File: src/rtl/insn_dec_pkg.sv
package insn_dec_pkg;

    localparam int INSN_W   = 32;
    localparam int OP_W     = 7;
    localparam int TYPE_HI  = 27;
    localparam int TYPE_LO  = 25;
    localparam int TYPE_W   = TYPE_HI - TYPE_LO + 1;
    localparam int ALU_HI   = 24;
    localparam int ALU_LO   = 21;
    localparam int ALU_W    = ALU_HI - ALU_LO + 1;
    localparam int LOAD_BIT = 20;
    localparam int BYTE_BIT = 22;
    localparam int LINK_BIT = 24;
    localparam int SH_HI    = 6;
    localparam int SH_LO    = 5;
    localparam int SH_W     = SH_HI - SH_LO + 1;

    typedef logic [OP_W-1:0] opcode_t;

    localparam opcode_t OP_NOP       = 7'd0;
    localparam opcode_t OP_UNDEF     = 7'd1;
    localparam opcode_t OP_BXCH      = 7'd2;
    localparam opcode_t OP_MUL       = 7'd3;
    localparam opcode_t OP_MULL      = 7'd4;
    localparam opcode_t OP_BRANCH    = 7'd5;
    localparam opcode_t OP_BR_LINK   = 7'd6;
    localparam opcode_t OP_TRAP      = 7'd7;
    localparam opcode_t OP_LD_MULTI  = 7'd8;
    localparam opcode_t OP_ST_MULTI  = 7'd9;
    localparam opcode_t OP_SWAP_W    = 7'd10;
    localparam opcode_t OP_SWAP_B    = 7'd11;
    localparam opcode_t OP_ALU_R     = 7'd16;
    localparam opcode_t OP_ALU_I     = 7'd32;
    localparam opcode_t OP_SXFER     = 7'd48;
    localparam opcode_t OP_HXFER     = 7'd56;

    typedef enum logic [TYPE_W-1:0] {
        CLS_REG_DP   = 3'd0,
        CLS_IMM_DP   = 3'd1,
        CLS_XFER_OFS = 3'd2,
        CLS_XFER_IDX = 3'd3,
        CLS_BLOCK    = 3'd4,
        CLS_BRANCH   = 3'd5,
        CLS_COPROC   = 3'd6,
        CLS_SYS      = 3'd7
    } cls_e;

    typedef struct packed {
        opcode_t op;
        logic    undef;
        logic    ld;
        logic    st;
    } dec_t;

    // Special encodings inside the register data-processing type, in test order.
    localparam int N_SPEC    = 6;
    localparam int SPEC_BX   = 0;
    localparam int SPEC_MUL  = 1;
    localparam int SPEC_MULL = 2;
    localparam int SPEC_SRRD = 3;
    localparam int SPEC_SRWR = 4;
    localparam int SPEC_HX   = 5;
    localparam int SEL_W     = $clog2(N_SPEC + 1);

    localparam logic [INSN_W-1:0] SPEC_MASK [N_SPEC] = '{
        32'h0FFF_FFF0, 32'h0F80_00F0, 32'h0F80_00F0,
        32'h0FBF_0FFF, 32'h0FBF_FFF0, 32'h0E00_0090
    };
    localparam logic [INSN_W-1:0] SPEC_MATCH [N_SPEC] = '{
        32'h012F_FF10, 32'h0000_0090, 32'h0080_0090,
        32'h010F_0000, 32'h0129_F000, 32'h0000_0090
    };

    // Swap pattern inside the immediate type (bits 24:20 and 11:4).
    localparam logic [1:0] SWAP_HI_PAT  = 2'b10;
    localparam logic [1:0] SWAP_LO_PAT  = 2'b00;
    localparam logic [7:0] SWAP_MID_PAT = 8'h09;

    function automatic dec_t mk_dec(opcode_t op, logic ld, logic st);
        dec_t d;
        d.op    = op;
        d.undef = (op == OP_UNDEF);
        d.ld    = ld;
        d.st    = st;
        return d;
    endfunction

    function automatic opcode_t alu_code(logic imm, logic [ALU_W-1:0] opc);
        opcode_t base;
        base = imm ? OP_ALU_I : OP_ALU_R;
        return opcode_t'(base + opcode_t'(opc));
    endfunction

    function automatic opcode_t sxfer_code(logic idx, logic ld, logic byt);
        return opcode_t'(OP_SXFER + opcode_t'({idx, ~ld, byt}));
    endfunction

    function automatic opcode_t hxfer_code(logic ld, logic reg_form, logic [SH_W-1:0] sh);
        logic [SH_W-1:0] variant;
        variant = sh - SH_W'(1);
        return opcode_t'(OP_HXFER + opcode_t'({ld, reg_form, variant}));
    endfunction

endpackage

File: src/rtl/insn_special_dec.sv
module insn_special_dec
    import insn_dec_pkg::*;
(
    input  logic [INSN_W-1:0] word_i,
    output logic              hit_o,
    output dec_t              dec_o
);

    logic [N_SPEC-1:0] hits;
    logic [SEL_W-1:0]  sel;
    logic [SH_W-1:0]   sh;
    logic              ld_bit;
    logic              reg_form;

    genvar g;
    generate
        for (g = 0; g < N_SPEC; g++) begin : g_pattern
            assign hits[g] = ((word_i & SPEC_MASK[g]) == SPEC_MATCH[g]);
        end
    endgenerate

    // Lowest index wins: that is the fixed test order.
    always_comb begin
        sel = SEL_W'(N_SPEC);
        for (int i = N_SPEC - 1; i >= 0; i--) begin
            if (hits[i]) sel = SEL_W'(i);
        end
    end

    assign hit_o    = |hits;
    assign sh       = word_i[SH_HI:SH_LO];
    assign ld_bit   = word_i[LOAD_BIT];
    assign reg_form = ~word_i[BYTE_BIT];

    always_comb begin
        dec_o = mk_dec(OP_UNDEF, 1'b0, 1'b0);
        case (sel)
            SEL_W'(SPEC_BX):   dec_o = mk_dec(OP_BXCH, 1'b0, 1'b0);
            SEL_W'(SPEC_MUL):  dec_o = mk_dec(OP_MUL,  1'b0, 1'b0);
            SEL_W'(SPEC_MULL): dec_o = mk_dec(OP_MULL, 1'b0, 1'b0);
            SEL_W'(SPEC_SRRD),
            SEL_W'(SPEC_SRWR): dec_o = mk_dec(OP_UNDEF, 1'b0, 1'b0);
            SEL_W'(SPEC_HX): begin
                if (sh == '0)
                    dec_o = mk_dec(OP_UNDEF, 1'b0, 1'b0);
                else
                    dec_o = mk_dec(hxfer_code(ld_bit, reg_form, sh), ld_bit, ~ld_bit);
            end
            default:           dec_o = mk_dec(OP_UNDEF, 1'b0, 1'b0);
        endcase
    end

endmodule

File: src/rtl/insn_imm_dec.sv
module insn_imm_dec
    import insn_dec_pkg::*;
(
    input  logic [ALU_HI:LOAD_BIT] hi_i,
    input  logic [11:4]            mid_i,
    output dec_t                   dec_o
);

    logic is_swap;

    assign is_swap = (hi_i[ALU_HI:ALU_HI-1] == SWAP_HI_PAT)
                  && (hi_i[LOAD_BIT+1:LOAD_BIT] == SWAP_LO_PAT)
                  && (mid_i == SWAP_MID_PAT);

    always_comb begin
        if (is_swap)
            dec_o = mk_dec(hi_i[BYTE_BIT] ? OP_SWAP_B : OP_SWAP_W, 1'b1, 1'b1);
        else
            dec_o = mk_dec(alu_code(1'b1, hi_i[ALU_HI:ALU_LO]), 1'b0, 1'b0);
    end

endmodule

File: src/rtl/insn_xfer_dec.sv
module insn_xfer_dec
    import insn_dec_pkg::*;
(
    input  cls_e cls_i,
    input  logic ld_i,
    input  logic byte_i,
    output dec_t dec_o
);

    always_comb begin
        case (cls_i)
            CLS_XFER_OFS: dec_o = mk_dec(sxfer_code(1'b0, ld_i, byte_i), ld_i, ~ld_i);
            CLS_XFER_IDX: dec_o = mk_dec(sxfer_code(1'b1, ld_i, byte_i), ld_i, ~ld_i);
            CLS_BLOCK:    dec_o = mk_dec(ld_i ? OP_LD_MULTI : OP_ST_MULTI, ld_i, ~ld_i);
            default:      dec_o = mk_dec(OP_UNDEF, 1'b0, 1'b0);
        endcase
    end

endmodule

File: src/rtl/insn_ctl_dec.sv
module insn_ctl_dec
    import insn_dec_pkg::*;
(
    input  cls_e cls_i,
    input  logic bit24_i,
    output dec_t dec_o
);

    always_comb begin
        case (cls_i)
            CLS_BRANCH: dec_o = mk_dec(bit24_i ? OP_BR_LINK : OP_BRANCH, 1'b0, 1'b0);
            CLS_SYS:    dec_o = mk_dec(bit24_i ? OP_TRAP : OP_UNDEF, 1'b0, 1'b0);
            default:    dec_o = mk_dec(OP_UNDEF, 1'b0, 1'b0);
        endcase
    end

endmodule

File: src/rtl/insn_class_decoder.sv
module insn_class_decoder
    import insn_dec_pkg::*;
(
    input  logic              clk,
    input  logic              rst,
    input  logic              valid_i,
    input  logic [INSN_W-1:0] insn_i,
    output logic [OP_W-1:0]   op_o,
    output logic              undef_o,
    output logic              load_o,
    output logic              store_o
);

    cls_e cls;
    logic spec_hit;
    dec_t spec_dec;
    dec_t imm_dec;
    dec_t xfer_dec;
    dec_t ctl_dec;
    dec_t dec_nx;
    dec_t dec_q;

    assign cls = cls_e'(insn_i[TYPE_HI:TYPE_LO]);

    insn_special_dec u_special (
        .word_i (insn_i),
        .hit_o  (spec_hit),
        .dec_o  (spec_dec)
    );

    insn_imm_dec u_imm (
        .hi_i  (insn_i[ALU_HI:LOAD_BIT]),
        .mid_i (insn_i[11:4]),
        .dec_o (imm_dec)
    );

    insn_xfer_dec u_xfer (
        .cls_i  (cls),
        .ld_i   (insn_i[LOAD_BIT]),
        .byte_i (insn_i[BYTE_BIT]),
        .dec_o  (xfer_dec)
    );

    insn_ctl_dec u_ctl (
        .cls_i   (cls),
        .bit24_i (insn_i[LINK_BIT]),
        .dec_o   (ctl_dec)
    );

    always_comb begin
        if (insn_i == '0) begin
            dec_nx = mk_dec(OP_NOP, 1'b0, 1'b0);
        end else begin
            case (cls)
                CLS_REG_DP:   dec_nx = spec_hit ? spec_dec
                                     : mk_dec(alu_code(1'b0, insn_i[ALU_HI:ALU_LO]), 1'b0, 1'b0);
                CLS_IMM_DP:   dec_nx = imm_dec;
                CLS_XFER_OFS,
                CLS_XFER_IDX,
                CLS_BLOCK:    dec_nx = xfer_dec;
                default:      dec_nx = ctl_dec;
            endcase
        end
    end

    always_ff @(posedge clk) begin
        if (rst)
            dec_q <= mk_dec(OP_NOP, 1'b0, 1'b0);
        else if (valid_i)
            dec_q <= dec_nx;
    end

    assign op_o    = dec_q.op;
    assign undef_o = dec_q.undef;
    assign load_o  = dec_q.ld;
    assign store_o = dec_q.st;

endmodule

File: config.mk
export PLATFORM = sky130hd
export DESIGN_NAME = insn_class_decoder
export DESIGN_NICKNAME = d
export VERILOG_FILES = /design/src/rtl/insn_dec_pkg.sv /design/src/rtl/insn_special_dec.sv /design/src/rtl/insn_imm_dec.sv /design/src/rtl/insn_xfer_dec.sv /design/src/rtl/insn_ctl_dec.sv /design/src/rtl/insn_class_decoder.sv
export SDC_FILE = /design/constraint.sdc
export NUM_CORES = 1
export LEC_CHECK = 0
export ABC_AREA = 1
export BUFFER_PORTS_ARGS = -buffer_cell sky130_fd_sc_hd__buf_2
export CAP_MARGIN = 20
export CORE_UTILIZATION = 43
export DETAILED_ROUTE_END_ITERATION = 7
export PLACE_DENSITY = 0.79
export SYNTH_ARGS = -nofsm -noshare
export SYNTH_HDL_FRONTEND = slang
export SYNTH_SLANG_ARGS = --single-unit
File: constraint.sdc
create_clock -name clk -period 1.9 [get_ports clk]
set_clock_uncertainty 0.05 [all_clocks]
set_input_delay 0.19 -clock clk [delete_from_list [all_inputs] [get_ports clk]]
set_output_delay 0.19 -clock clk [all_outputs]
set_load 0.01 [all_outputs]
## After elaboration in Yosys (flattened, before gate mapping)

Index checks and enable logic that the tools add are counted.

| word-level totals | value |
|---|---|
| register bits | 10 |
| bits in latches | 0 |
| memory bits (writable) | 0 |
| ROM bits | 0 |
| input bits | 35 |
| output and inout bits | 10 |
| logic and storage cells | 65 |
| memories kept | 0 |

| cells by class | value |
|---|---|
| $add $sub $neg | 6 |
| $mul | 0 |
| divide/modulo/power cells | 0 |
| $lt $le $gt $ge | 0 |
| equality and inequality tests | 26 |
| shift operators | 0 |
| muxes and demuxes | 18 |
| bitwise gates (word level) | 2 |
| reductions and logical operators | 9 |

Operators with widths:

| kind | number |
|---|---|
| $pmux 10 s3 | 2 |
| $eq 7x1->1 const B | 8 |
| $eq 23x20->1 const B | 2 |
| $mux 10 | 4 |
| $pmux 10 s4 | 1 |
| $logic_not 32->1 | 1 |
| $eq 24x21->1 const B | 1 |
| $pmux 10 s2 | 1 |
| $mux 3 | 6 |
| $add 6x4->7 const A | 2 |
| $eq 3x3->1 const B | 4 |
| $eq 3x2->1 const B | 3 |
| $eq 9x4->1 const B | 1 |
| $eq 9x5->1 const B | 1 |
| $eq 8x4->1 const B | 1 |
| $add 6x2->7 const A | 1 |
| $add 6x3->7 const A | 1 |
| $add 5x4->6 const A | 1 |
| $eq 3x1->1 const B | 2 |
| $eq 6x1->1 const B | 1 |
| $logic_not 3->1 | 2 |
| $reduce_or 6->1 | 1 |
| $eq 5x2->1 const B | 1 |
| $logic_not 2->1 | 2 |
| other kinds (7) | 11 |

## Longest topological paths before layout

| depth | value |
|---|---|
| depth in word-level cells | 12 |
| mapped depth | 16 |
| depth with buffers taken out | 16 |

## By module

Synthesis repeated with hierarchy kept, for this count alone.

| second synthesis, totals | value |
|---|---|
| cell total of the unflattened synthesis | 347 |
| area total of the unflattened synthesis | 1,798.0 um^2 |

Modules (own cells, without submodules):

| module | instances | cells an instance | area each (um^2) | seq. area each (um^2) |
|---|---|---|---|---|
| insn_class_decoder | 1 | 183 | 977.2 | 200.2 |
| insn_special_dec | 1 | 100 | 503.0 | 0.0 |
| insn_imm_dec | 1 | 27 | 133.9 | 0.0 |
| insn_ctl_dec | 1 | 16 | 92.6 | 0.0 |
| insn_xfer_dec | 1 | 21 | 91.3 | 0.0 |

## Worst setup path after synthesis

No wires, ideal clock.

| timing path | value |
|---|---|
| kind | input to register |
| start | input port insn_i[25] |
| end | register dec_q, in the netlist op_o[0] |
| setup time | 137 ps |
| data arrival time | 1,316 ps |
| data required time | 1,713 ps |
| slack | 397 ps |
| stages on the path | 14 |
| path buffers | 0 |
| cells stage by stage | inv_2 > nand2_2 > nor2_4 > nand3_1 > nand2_1 > nand2_1 > nand2_2 > nand2_1 > o21ai_0 > o21ai_1 > nand2_1 > nand2_1 > nand2_1 > a21oi_1 |

| between the ends | value |
|---|---|
| longest elaborated chain between the ends | 12 |
| elaborated cells between the ends (all ways) | 32 |
| classes of those cells | eq/ne (15); mux (12); reduce/logical (5) |

Ends and longest elaborated chain:

| element | line | source |
|---|---|---|
| start: declaration | insn_class_decoder.sv:7 | `input logic [INSN_W-1:0] insn_i,` |
| $eq 5x2->1 | insn_special_dec.sv:18 | `assign hits[g] = ((word_i & SPEC_MASK[g]) == SPEC_MATCH[g]);` |
| $mux 2 | insn_special_dec.sv:26 | `if (hits[i]) sel = SEL_W'(i);` |
| $mux 3 (5 in series) | insn_special_dec.sv:26 |  |
| $eq 3x3->1 (tied with other cells) | insn_special_dec.sv:37 | `case (sel)` |
| $pmux 10 s4 | insn_special_dec.sv:37 |  |
| $mux 10 | insn_class_decoder.sv:55 | `CLS_REG_DP: dec_nx = spec_hit ? spec_dec` |
| $pmux 10 s3 | insn_class_decoder.sv:54 | `case (cls)` |
| $mux 10 * | insn_class_decoder.sv:51 | `if (insn_i == '0) begin` |
| end signal: assignment | insn_class_decoder.sv:68 | `dec_q <= mk_dec(OP_NOP, 1'b0, 1'b0);` |
| end signal: assignment | insn_class_decoder.sv:70 | `dec_q <= dec_nx;` |
| end: declaration | insn_class_decoder.sv:21 | `dec_t dec_q;` |

Mark *: on every way between the ends. The rest lies on a longest branch, timed or not.
A chain may end at the register's enable or synchronous reset.

## Final worst setup path

Same ends and word-level chain as after synthesis.

==> summary.txt <==
Slew HR: 0.660
Total Routed Length: 2890 um
Worst reg-to-reg setup slack: 1230 ps
Worst-path cell chain: buf_2 -> inv_2 -> nand2_2 -> nor2_4 -> nand2_1 -> nor2_1 -> nand2_1 -> nand2_2 -> inv_1 -> nand2_2 -> nand2_1 -> o21ai_0 -> o21ai_1 -> nand2_1 -> nand2_1 -> nand2_1 -> a21oi_1
Sum of negative setup slack: 0 ps
# rows: 17
DRT antenna net count: 0
Sequential fraction of the synthesis area: 0.183
Worst Hold Class: in2reg
Vias in the first global route: 1247
Post-route DRC: 0
Initial detailed-routing violation count: 33
Register bit total from synthesis: 10
Non-Filler Instances: 278
GRT Util Overall: 0.242
Status: completed
Tmin final: 1590 ps
Initial antenna violation count: 0
Most frequent CP cell: nand2_1
Syn_area_per_cell: 5.36 um2
Top cell family by delay on the critical path: simple AND/OR/NAND/NOR gates
Finished Cell Area: 0.00137 mm2
Clock tree buffer depth: 2
TritonCTS clock tree: done
Post-Synthesis Cells: 204
DP HPWL: 2410 um
I/O pins: 45
Hold EP: op_o[1]
Slowest stage delay, CP: 220 ps
ANT cells: 0
Post-synth top area cell: nand2_1
Setup Fix Bufs, Post-CTS: 0
Ranking of synthesized cells by area: nand2_1 23%, dfxtp_1 18%, nor2_1 12%
Die Ht: 52.4 um
Final Worst Setup Slack: 306 ps
Nets: 287
IO Port Bufs: 44
Worst-margin pin slew: 504 ps
Post-synth top area share: 0.230
Final Max Slew Viols: 0
Fmax: 627 MHz
CP Class: in2reg
Pre-antenna DRT Iters: 5
Largest net degree at the start of global routing: 12
Clock Latency Late Sink: 270 ps
CTS Root Cell: clkbuf_4
Initial core utilization: 0.476
Hold path depth: 2
Clock buffer count from CTS: 3
# hold bufs at CTS: 0
Critical Path Fanout Max: 9
Met1 Use GR: 0.336
Clk slew on worst S/H paths: 60 ps
GR Layer Usage met3: 0.0783
Hold slack: 163 ps
H-tree depth: 1
Core area: 0.00230 mm2
DR vias/cell: 4.99
RSZ-0062 raised after global routing: no
Routability Congestion: 0.900
Hold Vio Cnt, Final: 0
Dpl cell area: 0.00135 mm2
Critical Path RT: 2000 ps
Crit Reg-Reg Startpoint: op_o[6]
Synth warn: 0
Part of the cycle the worst path needs: 0.839
Syn Nets: 239
CP Buf/Inv Count: 3
CTS Sinks: 10
Most Crowded Layer GR: met2
FF-to-FF End: op_o[6]
Leak: 0.693 nW
Path depth of the worst reg2reg path: 3
Met2 Usage GRT: 0.373
Crit end category: register
Via count: 1386
IR drop worst, VDD: 353 uV
Power density over the cells: 401 mW/mm2
Die Width: 52.4 um
Die Area: 0.00275 mm2
Setup WS pre-CTS: 34.0 ps
CTS resizes: 0
Syn Std Cell Area: 0.00109 mm2
Max-cap check violation count: 0
Share of cells above drive strength 1: 0.300
Cell variety after synth: 26
Dpl cells: 275
Setup Viol. Count Final: 0
WL/cell: 10.4 um
GRT overflow: 0
Min-delay src: rst
Slowest CP cell: nor2_4
CP Launch Type: input port
CP arrival: 1700 ps
Area grow syn2layout: 25.4%
Global-route wire length before repair: 5040 um
cell usage after synthesis:
cell      count
nand4_2       1
nand2_2       7
nand2_1      67
clkbuf_1      1
inv_1        20
nor3_1        3
nor2_2        5
nand3_1      14
inv_2         6
nor4_1        2
nor2_1       36
nand4_1       3
nand3_2       2
buf_1         1
o21a_1        1
o21ai_1       1
dfxtp_1      10
o311ai_0      1
o21ai_0       4
o211ai_1      1
a21oi_2       3
nor2_4        2
or2_1         1
a21oi_4       1
nand3b_1      1
a21oi_1      10
how the worst max path moves through the flow:
stage               startpoint      end  slack (ps)  depth (start not counted)
finish              insn_i[25]  op_o[0]         310                         17
floorplan           insn_i[25]  op_o[0]         400                         14
CTS                 insn_i[25]  op_o[0]         320                         17
global placement    insn_i[25]  op_o[0]          50                         17
detailed placement  insn_i[25]  op_o[0]          30                         17
global route        insn_i[25]  op_o[0]         160                         17
metal layers:
layer,wire (um),up-vias
met5,0,-
met4,13,0
met3,193,3
met2,1240,46
met1,1450,596
li1,-,741
cells in the final DEF (no fill, tap or decap):
master    netlist  layout
nor3_1          3       3
nand2_1        67      67
nand3_2         2       2
o21ai_0         4       4
nor2_1         36      36
nand3b_1        1       1
o21ai_1         1       1
nand4_1         3       3
o311ai_0        1       1
o21a_1          1       1
nand3_1        14      14
dfxtp_1        10      10
inv_2           6       6
nor2_2          5       5
buf_2           0      44
a21oi_1        10      10
nor2_4          2       2
clkbuf_4        0       3
a21oi_4         1       1
nor4_1          2       2
nand2_2         7       7
inv_1          20      20
nand4_2         1       1
o211ai_1        1       1
buf_4           0       1
a21oi_2         3       3
or2_1           1       1
stage by stage:
step	util	power (mW)
5_1_grt	0.597	0.597
6_report	0.597	0.550
2_1_floorplan	-	0.328
4_1_cts	0.597	0.554
3_3_place_gp	0.587	0.407
3_5_place_dp	0.587	0.408
sequential cells by signal, summed over array words and instances, names as in the netlist:
name     flops
store_o      1
undef_o      1
load_o       1
op_o         7
cell families after synthesis:
kind of cell | after synthesis | share of synthesized area
buffers and inverters | 28 | 0.0961
AND/OR/NAND/NOR | 144 | 0.592
AO/OA/AOI/OAI | 22 | 0.129
flip-flops | 10 | 0.183
layout make-up:
cell class / count / area, um2
fillers: 259 / 926
multi-input cells: 166 / 788
repair buffers: 45 / 228
flip-flops and latches: 10 / 200
inverters: 26 / 97.6
well taps: 28 / 35.0
clock buffers: 3 / 22.5
report_power, final:
group,internal (mW),switching [mW]
combinational,0.0705,0.111
sequential,0.220,0.00423
clock,0.0732,0.0717
No activity file was read; power rests on OpenSTA's default activity.
